--- src/rtl/mcs_pkg.sv ---
package mcs_pkg;

    localparam int NUM_CH   = 10;
    localparam int SEL_W    = 4;
    localparam int WORD_W   = 16;
    localparam int DONE_BIT = 2;

    localparam logic [1:0] ADDR_CTRL  = 2'd0;
    localparam logic [1:0] ADDR_IEN   = 2'd1;
    localparam logic [1:0] ADDR_ISTAT = 2'd2;

    // Field order is fixed by the host's view of the control word.
    typedef struct packed {
        logic              settle;
        logic [NUM_CH-1:0] en_mask;
        logic [SEL_W-1:0]  sel;
        logic              go;
    } ctrl_word_t;

    typedef enum logic [1:0] {
        PH_IDLE   = 2'd0,
        PH_SETTLE = 2'd1,
        PH_CONV   = 2'd2
    } phase_t;

    function automatic logic read_enabled(input ctrl_word_t c);
        logic ok;
        ok = 1'b0;
        for (int i = 0; i < NUM_CH; i++) begin
            if (int'(c.sel) == i) ok = c.en_mask[i];
        end
        return ok;
    endfunction

    function automatic logic [WORD_W-1:0] to_offset(input logic [WORD_W-1:0] raw);
        return {~raw[WORD_W-1], raw[WORD_W-2:0]};
    endfunction

endpackage

--- src/rtl/mcs_settle_timer.sv ---
module mcs_settle_timer #(
    parameter int CYCLES = 6
) (
    input  logic clk,
    input  logic rst,
    input  logic arm,
    output logic fire
);
    localparam int CW = (CYCLES > 1) ? $clog2(CYCLES) : 1;

    logic [CW-1:0] cnt;
    logic          running;

    always_ff @(posedge clk) begin
        if (rst) begin
            running <= 1'b0;
            cnt     <= '0;
        end else if (arm) begin
            running <= 1'b1;
            cnt     <= CW'(CYCLES - 1);
        end else if (running) begin
            if (cnt == '0) running <= 1'b0;
            else           cnt     <= cnt - 1'b1;
        end
    end

    assign fire = running && (cnt == '0);

    // Settle window ends in a single pulse
    assert_single_fire_R3: assert property (@(posedge clk) disable iff (rst)
        (fire && !arm) |=> !fire);

endmodule

--- src/rtl/mcs_conv_fsm.sv ---
module mcs_conv_fsm
    import mcs_pkg::*;
(
    input  logic                clk,
    input  logic                rst,
    input  logic                ctrl_we,
    input  ctrl_word_t          ctrl_in,
    input  logic                settle_fire,
    input  logic                conv_ready,
    input  logic [WORD_W-1:0]   conv_data,
    output logic [SEL_W-1:0]    mux_sel,
    output logic [NUM_CH-1:0]   mux_en,
    output logic                conv_req,
    output logic                busy,
    output logic [WORD_W-1:0]   result,
    output logic                settle_arm,
    output logic                done_set
);
    phase_t phase;
    logic   accept;
    logic   launch;
    logic   chan_ok;

    assign accept  = (phase == PH_IDLE) && ctrl_we;
    assign launch  = accept && ctrl_in.go;
    assign chan_ok = read_enabled(ctrl_in);

    always_ff @(posedge clk) begin
        if (rst) begin
            phase   <= PH_IDLE;
            mux_sel <= '0;
            mux_en  <= '0;
            result  <= '0;
        end else begin
            unique case (phase)
                PH_IDLE: begin
                    if (accept) begin
                        mux_sel <= ctrl_in.sel;
                        mux_en  <= ctrl_in.en_mask;
                        if (ctrl_in.go) begin
                            if (chan_ok) phase  <= ctrl_in.settle ? PH_SETTLE : PH_CONV;
                            else         result <= '0;
                        end
                    end
                end
                PH_SETTLE: begin
                    if (settle_fire) phase <= PH_CONV;
                end
                PH_CONV: begin
                    if (conv_ready) begin
                        result <= to_offset(conv_data);
                        phase  <= PH_IDLE;
                    end
                end
                default: phase <= PH_IDLE;
            endcase
        end
    end

    assign conv_req   = (phase == PH_CONV);
    assign busy       = (phase != PH_IDLE);
    assign settle_arm = launch && chan_ok && ctrl_in.settle;
    assign done_set   = (launch && !chan_ok) || (conv_req && conv_ready);

    assert_busy_ignores_R8: assert property (@(posedge clk) disable iff (rst)
        (busy && ctrl_we) |=> ($stable(mux_sel) && $stable(mux_en)));

    assert_result_capture_R4: assert property (@(posedge clk) disable iff (rst)
        (conv_req && conv_ready) |=>
            (!busy && result[WORD_W-1] == !$past(conv_data[WORD_W-1])
                   && result[WORD_W-2:0] == $past(conv_data[WORD_W-2:0])));

    assert_disabled_start_R9: assert property (@(posedge clk) disable iff (rst)
        (!busy && ctrl_we && ctrl_in.go && !read_enabled(ctrl_in)) |=>
            (!busy && result == '0));

    assert_req_held_R2: assert property (@(posedge clk) disable iff (rst)
        (conv_req && !conv_ready) |=> conv_req);

endmodule

--- src/rtl/mcs_irq_regs.sv ---
module mcs_irq_regs
    import mcs_pkg::*;
(
    input  logic              clk,
    input  logic              rst,
    input  logic              ien_we,
    input  logic              ien_bit_in,
    input  logic              istat_we,
    input  logic              istat_clr,
    input  logic              done_set,
    output logic [WORD_W-1:0] irq_status,
    output logic              irq
);
    logic ien_bit;
    logic done_flag;

    always_ff @(posedge clk) begin
        if (rst) begin
            ien_bit   <= 1'b0;
            done_flag <= 1'b0;
        end else begin
            if (ien_we) ien_bit <= ien_bit_in;
            if (done_set)                   done_flag <= 1'b1;
            else if (istat_we && istat_clr) done_flag <= 1'b0;
        end
    end

    always_comb begin
        irq_status           = '0;
        irq_status[DONE_BIT] = done_flag;
    end

    assign irq = done_flag && ien_bit;

    assert_done_sets_R5: assert property (@(posedge clk) disable iff (rst)
        done_set |=> irq_status[DONE_BIT]);

    assert_w1c_clears_R6: assert property (@(posedge clk) disable iff (rst)
        (istat_we && istat_clr && !done_set) |=> !irq_status[DONE_BIT]);

    assert_irq_needs_done_R7: assert property (@(posedge clk) disable iff (rst)
        $rose(irq) |-> irq_status[DONE_BIT]);

    assert_status_sparse_R5: assert property (@(posedge clk) disable iff (rst)
        $countones(irq_status) <= 1);

endmodule

--- src/rtl/mcs_sequencer.sv ---
module mcs_sequencer
    import mcs_pkg::*;
#(
    parameter int SETTLE_CYCLES = 6
) (
    input  logic                  clk,
    input  logic                  rst,
    input  logic                  host_we,
    input  logic [1:0]            host_addr,
    input  logic [WORD_W-1:0]     host_wdata,
    output logic [SEL_W-1:0]      mux_sel,
    output logic [NUM_CH-1:0]     mux_en,
    output logic                  conv_req,
    input  logic                  conv_ready,
    input  logic [WORD_W-1:0]     conv_data,
    output logic [WORD_W-1:0]     result,
    output logic                  busy,
    output logic [WORD_W-1:0]     irq_status,
    output logic                  irq
);
    logic       ctrl_we;
    logic       ien_we;
    logic       istat_we;
    ctrl_word_t ctrl_in;
    logic       settle_arm;
    logic       settle_fire;
    logic       done_set;

    assign ctrl_we  = host_we && (host_addr == ADDR_CTRL);
    assign ien_we   = host_we && (host_addr == ADDR_IEN);
    assign istat_we = host_we && (host_addr == ADDR_ISTAT);
    assign ctrl_in  = ctrl_word_t'(host_wdata);

    mcs_settle_timer #(.CYCLES(SETTLE_CYCLES)) u_timer (
        .clk  (clk),
        .rst  (rst),
        .arm  (settle_arm),
        .fire (settle_fire)
    );

    mcs_conv_fsm u_fsm (
        .clk         (clk),
        .rst         (rst),
        .ctrl_we     (ctrl_we),
        .ctrl_in     (ctrl_in),
        .settle_fire (settle_fire),
        .conv_ready  (conv_ready),
        .conv_data   (conv_data),
        .mux_sel     (mux_sel),
        .mux_en      (mux_en),
        .conv_req    (conv_req),
        .busy        (busy),
        .result      (result),
        .settle_arm  (settle_arm),
        .done_set    (done_set)
    );

    mcs_irq_regs u_irq (
        .clk        (clk),
        .rst        (rst),
        .ien_we     (ien_we),
        .ien_bit_in (host_wdata[DONE_BIT]),
        .istat_we   (istat_we),
        .istat_clr  (host_wdata[DONE_BIT]),
        .done_set   (done_set),
        .irq_status (irq_status),
        .irq        (irq)
    );

endmodule

--- config.mk ---
export PLATFORM = sky130hd
export DESIGN_NAME = mcs_sequencer
export DESIGN_NICKNAME = d
export VERILOG_FILES = /design/src/rtl/mcs_pkg.sv /design/src/rtl/mcs_settle_timer.sv /design/src/rtl/mcs_conv_fsm.sv /design/src/rtl/mcs_irq_regs.sv /design/src/rtl/mcs_sequencer.sv
export SDC_FILE = /design/constraint.sdc
export NUM_CORES = 1
export LEC_CHECK = 0
export BUFFER_PORTS_ARGS = -buffer_cell sky130_fd_sc_hd__buf_4
export CAP_MARGIN = 20
export CORE_ASPECT_RATIO = 1.1
export CORE_MARGIN = 1.5
export CORE_UTILIZATION = 45
export DETAILED_ROUTE_END_ITERATION = 8
export PLACE_DENSITY = 0.79
export SETUP_SLACK_MARGIN = 0.4
export SLEW_MARGIN = 20
export SYNTH_ARGS = -nofsm -noshare
export SYNTH_HDL_FRONTEND = slang
export SYNTH_SLANG_ARGS = --single-unit
export TNS_END_PERCENT = 5
--- constraint.sdc ---
create_clock -name clk -period 2.5 [get_ports clk]
set_clock_uncertainty 0.2 [all_clocks]
set_input_delay 0.25 -clock clk [delete_from_list [all_inputs] [get_ports clk]]
set_output_delay 0.25 -clock clk [all_outputs]
set_load 0.005 [all_outputs]
==> results of run 1 <==
-- sequential cells by signal, indices dropped and copies added (netlist names) --
| signal | count |
|---|---|
| u_timer.running | 1 |
| u_fsm.phase | 2 |
| u_timer.cnt | 3 |
| u_irq.done_flag | 1 |
| u_irq.ien_bit | 1 |
| u_fsm.result | 16 |
| u_fsm.mux_en | 10 |
| u_fsm.mux_sel | 4 |
-- layout by cell type (no fill, tap or decap), drive strengths merged, types with 2 or more instances in the layout --
cell,Yosys,routed
a21oi,2,2
a22o,16,16
buf,21,71
bufinv,0,2
clkbuf,3,5
conb,1,15
dfxtp,38,38
dlygate4sd3,0,21
ha,2,2
inv,7,7
mux2i,20,20
nand2,3,3
nand2b,2,2
nand3,3,3
nand3b,3,3
nor2,20,20
o211a,2,2
o21ai,5,5
o22ai,3,3
or2,3,3
-- worst max-delay path, stage by stage, from the launching register on --
cell      delay [ns]
dfxtp_1         0.35
nand3b_1        0.23
nor2_1          0.81
a22o_1          0.29
-- how the worst max path moves through the flow --
stage          cells past startpoint                   startpoint                            end  slack, ns
2_1_floorplan                      7  u_fsm.phase[1]$_SDFFE_PP0P_   u_fsm.mux_en[0]$_SDFFE_PP0P_       0.58
3_3_place_gp                       5                host_wdata[4]   u_fsm.result[4]$_SDFFE_PP0P_       0.59
3_5_place_dp                       5                host_wdata[4]  u_fsm.result[10]$_SDFFE_PP0P_       0.58
4_1_cts                            6               host_wdata[10]   u_fsm.result[4]$_SDFFE_PP0P_       0.55
5_1_grt                            3  u_fsm.phase[0]$_SDFFE_PP0P_  u_fsm.result[11]$_SDFFE_PP0P_       0.43
6_report                           3  u_fsm.phase[0]$_SDFFE_PP0P_  u_fsm.result[11]$_SDFFE_PP0P_       0.55
-- logic make-up after synthesis --
logic type      synth area share [%]
buf+inv                         12.4
fa+ha+maj                       1.47
mux                             11.8
compound gates                  16.1
flops                           44.8
xor+xnor                        1.03
simple gates                    12.2
other cells                    0.221
-- through the flow --
| step | setup slack (ns) | cell area, sq um | power, mW | cells | hold WS (ns) |
|---|---|---|---|---|---|
| 2_1_floorplan | 0.576 | 1750 | 0.717 | 183 | 0.183 |
| 3_3_place_gp | 0.593 | 2160 | 0.770 | 280 | 0.260 |
| 3_5_place_dp | 0.576 | 2160 | 0.772 | 280 | 0.256 |
| 4_1_cts | 0.548 | 2510 | 1.42 | 309 | 0.00122 |
| 5_1_grt | 0.432 | 2510 | 1.47 | 309 | 0.0148 |
| 6_report | 0.551 | 2510 | 1.41 | 309 | 0.00600 |
-- cell type report --
class / count / area, sq um / area share, %
multi-input combinational: 114 / 781 / 31.1
sequential: 38 / 761 / 30.3
timing repair buffer: 92 / 743 / 29.6
clock buffer: 5 / 68.8 / 2.74
clock inverter: 3 / 68.8 / 2.74
tap: 50 / 62.6 / 2.49
inverter: 7 / 26.3 / 1.05
-- routing by layer --
metal	part of all wire [%]	vias up	GRT usage [%]
met5	0	-	0
met4	2.4	0	9.57
met3	6.8	9	7.28
met2	48	65	33.2
met1	43	675	24.7
li1	-	744	-
-- what timing repair did --
| item | in CTS | in global routing |
|---|---|---|
| resized for setup | 0 | 1 |
| endpoints found under the setup margin | 0 | 1 |
| hold buffers | 21 | 0 |
| endpoints found under the hold margin | 21 | 0 |
-- power groups by stage --
| stage | combinational, mW | clock [mW] | sequential (mW) |
|---|---|---|---|
| floorplan | 0.0825 | 0 | 0.635 |
| detailed placement | 0.137 | 0 | 0.635 |
| finish | 0.165 | 0.627 | 0.621 |
| CTS | 0.163 | 0.639 | 0.621 |
| global route | 0.183 | 0.661 | 0.622 |
| global placement | 0.135 | 0 | 0.635 |
==> flow_results.org, run 1 <==
** Outcome
- The run finished with clean final reports.

** Critical path
- For the worst setup path, the data required time is 2.54 ns.
- Counting cells, the worst reg-to-reg path comes to 3.
- Across all register-to-register paths, the minimum setup slack is 0.55 ns.
- STA classifies the critical path endpoint as a flip-flop.
- Destination of the worst register-to-register timing path :: u_fsm.result[11]$_SDFFE_PP0P_
- CP arrival :: 1.99 ns
- Highest net fanout along the worst path :: 16
- Worst setup path class :: reg2reg
- The worst register-to-register path begins at u_fsm.phase[0]$_SDFFE_PP0P_.
- The worst setup path is launched from a flip-flop.

** Clock network
- CTS buffer count :: 5
- CTS root buffer :: clkbuf_8
- Maximum level of the CTS H-tree :: 2
- Number of buffers on the longest clock path :: 2
- Number of clock sinks :: 38
- The number of setup buffers added after CTS is 0.
- Clock latency on the worst-skew pair, taken at its later pin, is 0.29 ns.
- After clock tree synthesis, the clock-pin slew on the worst setup and hold paths is 0.08 ns.
- Clock tree from TritonCTS :: built

** Synth
- The cell area that synthesis handed to floorplanning was 1700 sq um.
- Number of flops mapped to enable cells by yosys :: 0
- By count the netlist is led by 38 x dfxtp_1, 20 x mux2i_1, 20 x nor2_1.
- After technology mapping, the gate count stands at 169.
- The average instance in the mapped netlist occupies 10.0 sq um.
- Top-count cell post-synth :: dfxtp_1
- By area the synthesized netlist is led by dfxtp_1 45%, mux2i_1 12%, a22o_1 8.3%.
- Share of synthesized area occupied by flip-flops and latches :: 44.8%
- Total number of yosys warnings :: 0
- Synth Register Bits :: 38
- Of the post-synthesis cell area, the dominant cell type holds 44.8%.
- In the synthesized netlist the async set-or-reset flop fraction comes to 0%.
- The most used flip-flop cell after synthesis is dfxtp_1.
- The synthesized netlist contains 38 unique library cells.
- The synthesized design spends more area on one cell type than any other, namely dfxtp_1.

** Worst hold path
- The worst hold path belongs to the class in2reg.
- The startpoint identified for the worst hold timing path is host_wdata[9].
- End point of the worst hold path :: u_fsm.mux_en[4]$_SDFFE_PP0P_
- Cell depth of the worst hold path :: 3

** Power
- Summed over all cells, the static leakage comes to 1.26 nW.
- Of the total power, the clock network draws 44.4%.
- Power spread over the standard cell area amounts to 562 nW/um^2.
- Net switching is 21.4% of the power.
- Power share of the sequential group :: 44.0%
- Switching pwr :: 0.303 mW
- The share of total power dissipated in combinational logic is 11.7%.
- Max VDD drop :: 0.419 mV
- Int Pwr :: 1.11 mW

** Floorplanning
- Core box area :: 3630 sq um
- In this run the vertical extent of the chip is 67.4 um.
- Initial core utilization :: 46.8%
- The initialized floorplan defines 23 standard-cell rows.
- Boundary pin count :: 87
- Measured along the x axis, the die boundary spans 61.6 um.
- Die footprint :: 4150 sq um

** Cells and area
- Area overhead of the layout relative to synthesis :: 47.9%
- Fillcell total :: 287
- The repair_antennas step left the layout with diodes totalling 0.
- For this run, the post-layout net count is 298.
- Final cell utilization of the core :: 69.3%
- Fraction of layout cells with a size suffix above 1 :: 32.0%

** Routing
- Antenna-violating nets left :: 0
- Aggregate routed wire length :: 4.04 mm
- Router iterations before antenna repair :: 4
- Wire per inst :: 13.1 um
- After detailed routing, the number of remaining DRC violations is 0.
- Using the TritonRoute via totals, the vias-per-cell ratio works out to 4.83.
- Total number of vias :: 1493
- In this run, the number of DRC markers left after iteration 0 of detailed routing was 49.

** STA
- Measured against its own limit, the worst slew margin works out to 30.5%.
- Time the worst path needs with I/O delays and setup :: 1.95 ns
- Transition time at the pin with the least slew margin :: 1.04 ns
- The final number of max-transition violations came to 0.
- Max frequency :: 513 MHz
- The number of hold violations in the final report was 0.
- For the final routed database, the setup TNS stands at 0 ns.
- Setup repair after global routing missed its margin :: no
- Setup Viol. Count Final :: 0
- In the finished design, the share of the clock period the worst path needs comes to 78.0%.

** Global route
- Total overflow reported by the global router :: 0
- Number of global-route vias before repair :: 1422
- Across every metal layer, demand over resource in global routing totals 20.8%.
- The first global-routing pass estimated 6.28 mm of wire.
- The initial antenna violation count came to 0.
- Entering global routing, the biggest net connects 26 pins.

** Placed design
- Routability cong. :: 0.804
- Port buffering added 71 buffers.
- After legalization and detailed placement, the total HPWL measured 2.66 mm.

** Run
- Count of maximum capacitance violations :: 0
No activity file was read; power rests on OpenSTA's default activity.
==> run 2: changes to the inputs <==
Settings changed: ABC_AREA from default to 1, CORE_UTILIZATION 45 to 47, PLACE_DENSITY 0.79 to 0.8.
Clock period 2.5 ns to 1.8 ns, I/O delays scaled along.
==> flow_results.org, run 2 <==
** Outcome
- The run finished with clean final reports.

** Synth
- Top-count cell post-synth :: nand2_1
- Async SR Flop Fraction :: 0%
- Sequential elements use 39.3% of the synthesized area.
- Summing every instance area after synthesis gives 1940 sq um.
- Number of distinct standard cells referenced by the synthesized netlist :: 26
- Number of flops mapped to enable cells by yosys :: 0
- Total number of yosys warnings :: 0
- Per-instance average area after synthesis :: 6.90 sq um
- Library cell with the largest summed area after synthesis :: dfxtp_1
- By area the synthesized netlist is led by dfxtp_1 39%, nand2_1 12%, a21oi_1 7.7%.
- After technology mapping, the gate count stands at 281.
- Top-area cell type share of the netlist area :: 39.3%
- Sorting the synthesized cells by how often they occur yields 61 x nand2_1, 38 x dfxtp_1, 33 x nor2_1.
- In the synthesized netlist the dominant register cell turns out to be dfxtp_1.
- Synth Register Bits :: 38

** Routing
- Using the TritonRoute via totals, the vias-per-cell ratio works out to 4.81.
- Router iterations before antenna repair :: 4
- Wire per inst :: 11.8 um
- Total number of vias :: 2086
- DRC marker count from the first detailed-route iteration :: 175
- Antenna-violating nets left :: 0
- Wires add up to 5.14 mm.
- Count of unresolved DRC violations after routing :: 0

** STA
- The worst path uses 86.8% of the clock period.
- Setup violations remaining at the end of the flow were counted as 0.
- Number of endpoints with negative hold slack in the final report :: 0
- Time the worst path needs with I/O delays and setup :: 1.56 ns
- Worst Slack Setup Final :: 0.237 ns
- Max frequency :: 640 MHz
- The final number of max-transition violations was 0.
- Setup TNS :: 0 ns
- Setup repair after global routing missed its margin :: yes

** Power
- Max VDD drop :: 0.670 mV
- Pwr/cell area :: 660 nW/um^2
- Leakage :: 1.45 nW

** Cells and area
- Diode count :: 0
- Finished layout cell area :: 2870 sq um
- Relative to the synthesized area, the layout overhead comes to 48.1%.
- Leaving out fill and tap cells, the most frequent cell in the layout is buf_4.
- Largest register FFs :: 16
- The top cell types in the final layout, fill and taps aside, are 83 x buf_4, 61 x nand2_1, 36 x dfxtp_1.
- For this run, the post-layout net count is 421.
- The register with the most flip-flops in the final layout is u_fsm.result.
- Largest registers ranked by flip-flop count :: u_fsm.result: 16 flops, u_fsm.mux_en: 10 flops, u_fsm.mux_sel: 4 flops
- Fraction of layout cells with a size suffix above 1 :: 29.1%

** Critical path
- Worst setup path end :: u_fsm.result[6]$_SDFFE_PP0P_
- Register-to-Register Setup Slack :: 0.24 ns
- CP arrival :: 1.55 ns
- Number of cells on the worst reg-to-reg path :: 7
- The worst setup path is captured at a flip-flop.
- The critical path starts at u_fsm.phase[0]$_SDFFE_PP0P_.
- Highest net fanout along the worst path :: 7
- The endpoint identified for the worst register-to-register timing path is u_fsm.result[6]$_SDFFE_PP0P_.
- The setup path with the least slack is of type reg2reg.
- Required @ worst endpoint :: 1.78 ns
- Launching element type of the critical path :: flip-flop
- Reg-to-Reg Start :: u_fsm.phase[0]$_SDFFE_PP0P_

** Clock network
- Maximum level of the CTS H-tree :: 2
- Number of clock sinks :: 38
- CTS buffer count :: 5
- For the worst-skew pair, the clock arrives at the later sink with an insertion delay of 0.29 ns.
- Clock tree synthesis selected as its root buffer the cell clkbuf_8.
- Clock transition at path regs :: 0.07 ns
- Clock tree from TritonCTS :: built
- In this run the deepest clock path goes through 2 buffers.

** Worst hold path
- The worst hold path begins at conv_data[4].
- The worst hold path belongs to the class in2reg.

** Floorplanning
- Initial core utilization :: 48.9%
- In this run the count of I/O pins placed on the die edge is 87.
- Height of the die :: 70.4 um
- Die footprint :: 4520 sq um
- Die outline width :: 64.2 um
- Row Count :: 24
- The floorplan step defined a core boundary enclosing 3960 sq um.

** Global route
- Global routing used 21.9% of the available tracks.
- Wire length of the first global-routing pass :: 7.87 mm
- Number of global-route vias before repair :: 1919
- Antenna violations before repair :: 0
- Entering global routing, the biggest net connects 35 pins.
- Summed over all layers, the global routing overflow is 0.

** Placed design
- The count of buffers added on input and output ports is 71.
- Area post-placement :: 2470 sq um
- Summed over all nets, the half-perimeter wirelength after detailed placement is 3.27 mm.
- The congestion estimate from routability-driven global placement came to 0.794.
- Before CTS, the worst setup slack after placement is 0.146 ns.

** Run
- Max-cap violations in this run came to 0.
## run 2: area by class of cell
type / instances / area (sq um)
tap: 52 / 65.1
fill: 336 / 1090
inverter: 33 / 129
clock inverter: 1 / 5.00
multi-input combinational: 201 / 981
clock buffer: 7 / 86.3
sequential: 38 / 766
timing repair buffer: 102 / 838
## run 2: cells by family after synthesis
family,after synthesis,synth area share [%]
AND/OR/NAND/NOR,131,29.5
buffers and inverters,59,15.5
AO/OA/AOI/OAI,48,13.4
flip-flops,38,39.3
XOR/XNOR,2,0.904
adder cells (fa/ha/maj),2,1.29
other,1,0.193
## run 2: power breakdown
group | internal (mW) | switching [mW]
Sequential | 0.880 | 0.0235
Combinational | 0.199 | 0.187
Clock | 0.309 | 0.295
Total | 1.39 | 0.506
## run 2: layer usage
metal | vias to the layer above | routed length, um | global-route usage [%]
met5 | - | 0 | 0
met4 | 0 | 57 | 8.04
met3 | 5 | 394 | 6.28
met2 | 80 | 2590 | 39.5
met1 | 941 | 2100 | 24.0
li1 | 1060 | - | -
## run 2: repair_timing
| action | in CTS | in global routing |
|---|---|---|
| setup endpoints to repair | 37 | 39 |
| gates resized for setup | 4 | 5 |
| hold endpoints to repair | 19 | 0 |
| cloned | 1 | 2 |
| hold buffers | 16 | 0 |
| buffers inserted | 1 | 8 |
| pin swaps | 2 | 7 |
## run 2: per-stage QoR
stage,cells,power (mW),hold slack (ns),util [%]
floorplan,295,1.11,0.0491,-
global placement,398,1.24,0.181,62.3
detailed placement,398,1.25,0.182,62.3
CTS,424,1.88,0.0147,69.4
global route,434,1.99,0.0287,72.4
finish,434,1.89,0.0197,72.4
## run 2: worst min-delay path by stage
stage / endpoint / slack [ns] / cells past startpoint
floorplan: u_irq.done_flag$_SDFFE_PP0P_ / 0.05 / 1
global placement: u_irq.done_flag$_SDFFE_PP0P_ / 0.18 / 2
detailed placement: u_timer.cnt[2]$_SDFFE_PP0P_ / 0.18 / 2
CTS: u_fsm.result[4]$_SDFFE_PP0P_ / 0.01 / 5
global route: u_fsm.result[4]$_SDFFE_PP0P_ / 0.03 / 5
finish: u_fsm.result[4]$_SDFFE_PP0P_ / 0.02 / 5
## run 2: critical path: stages (launching register included)
cell	delay [ns]
dfxtp_4	0.37
nor2_4	0.16
inv_4	0.07
o211ai_4	0.20
buf_12	0.16
nor2_4	0.06
a21oi_1	0.17
nor2_1	0.07
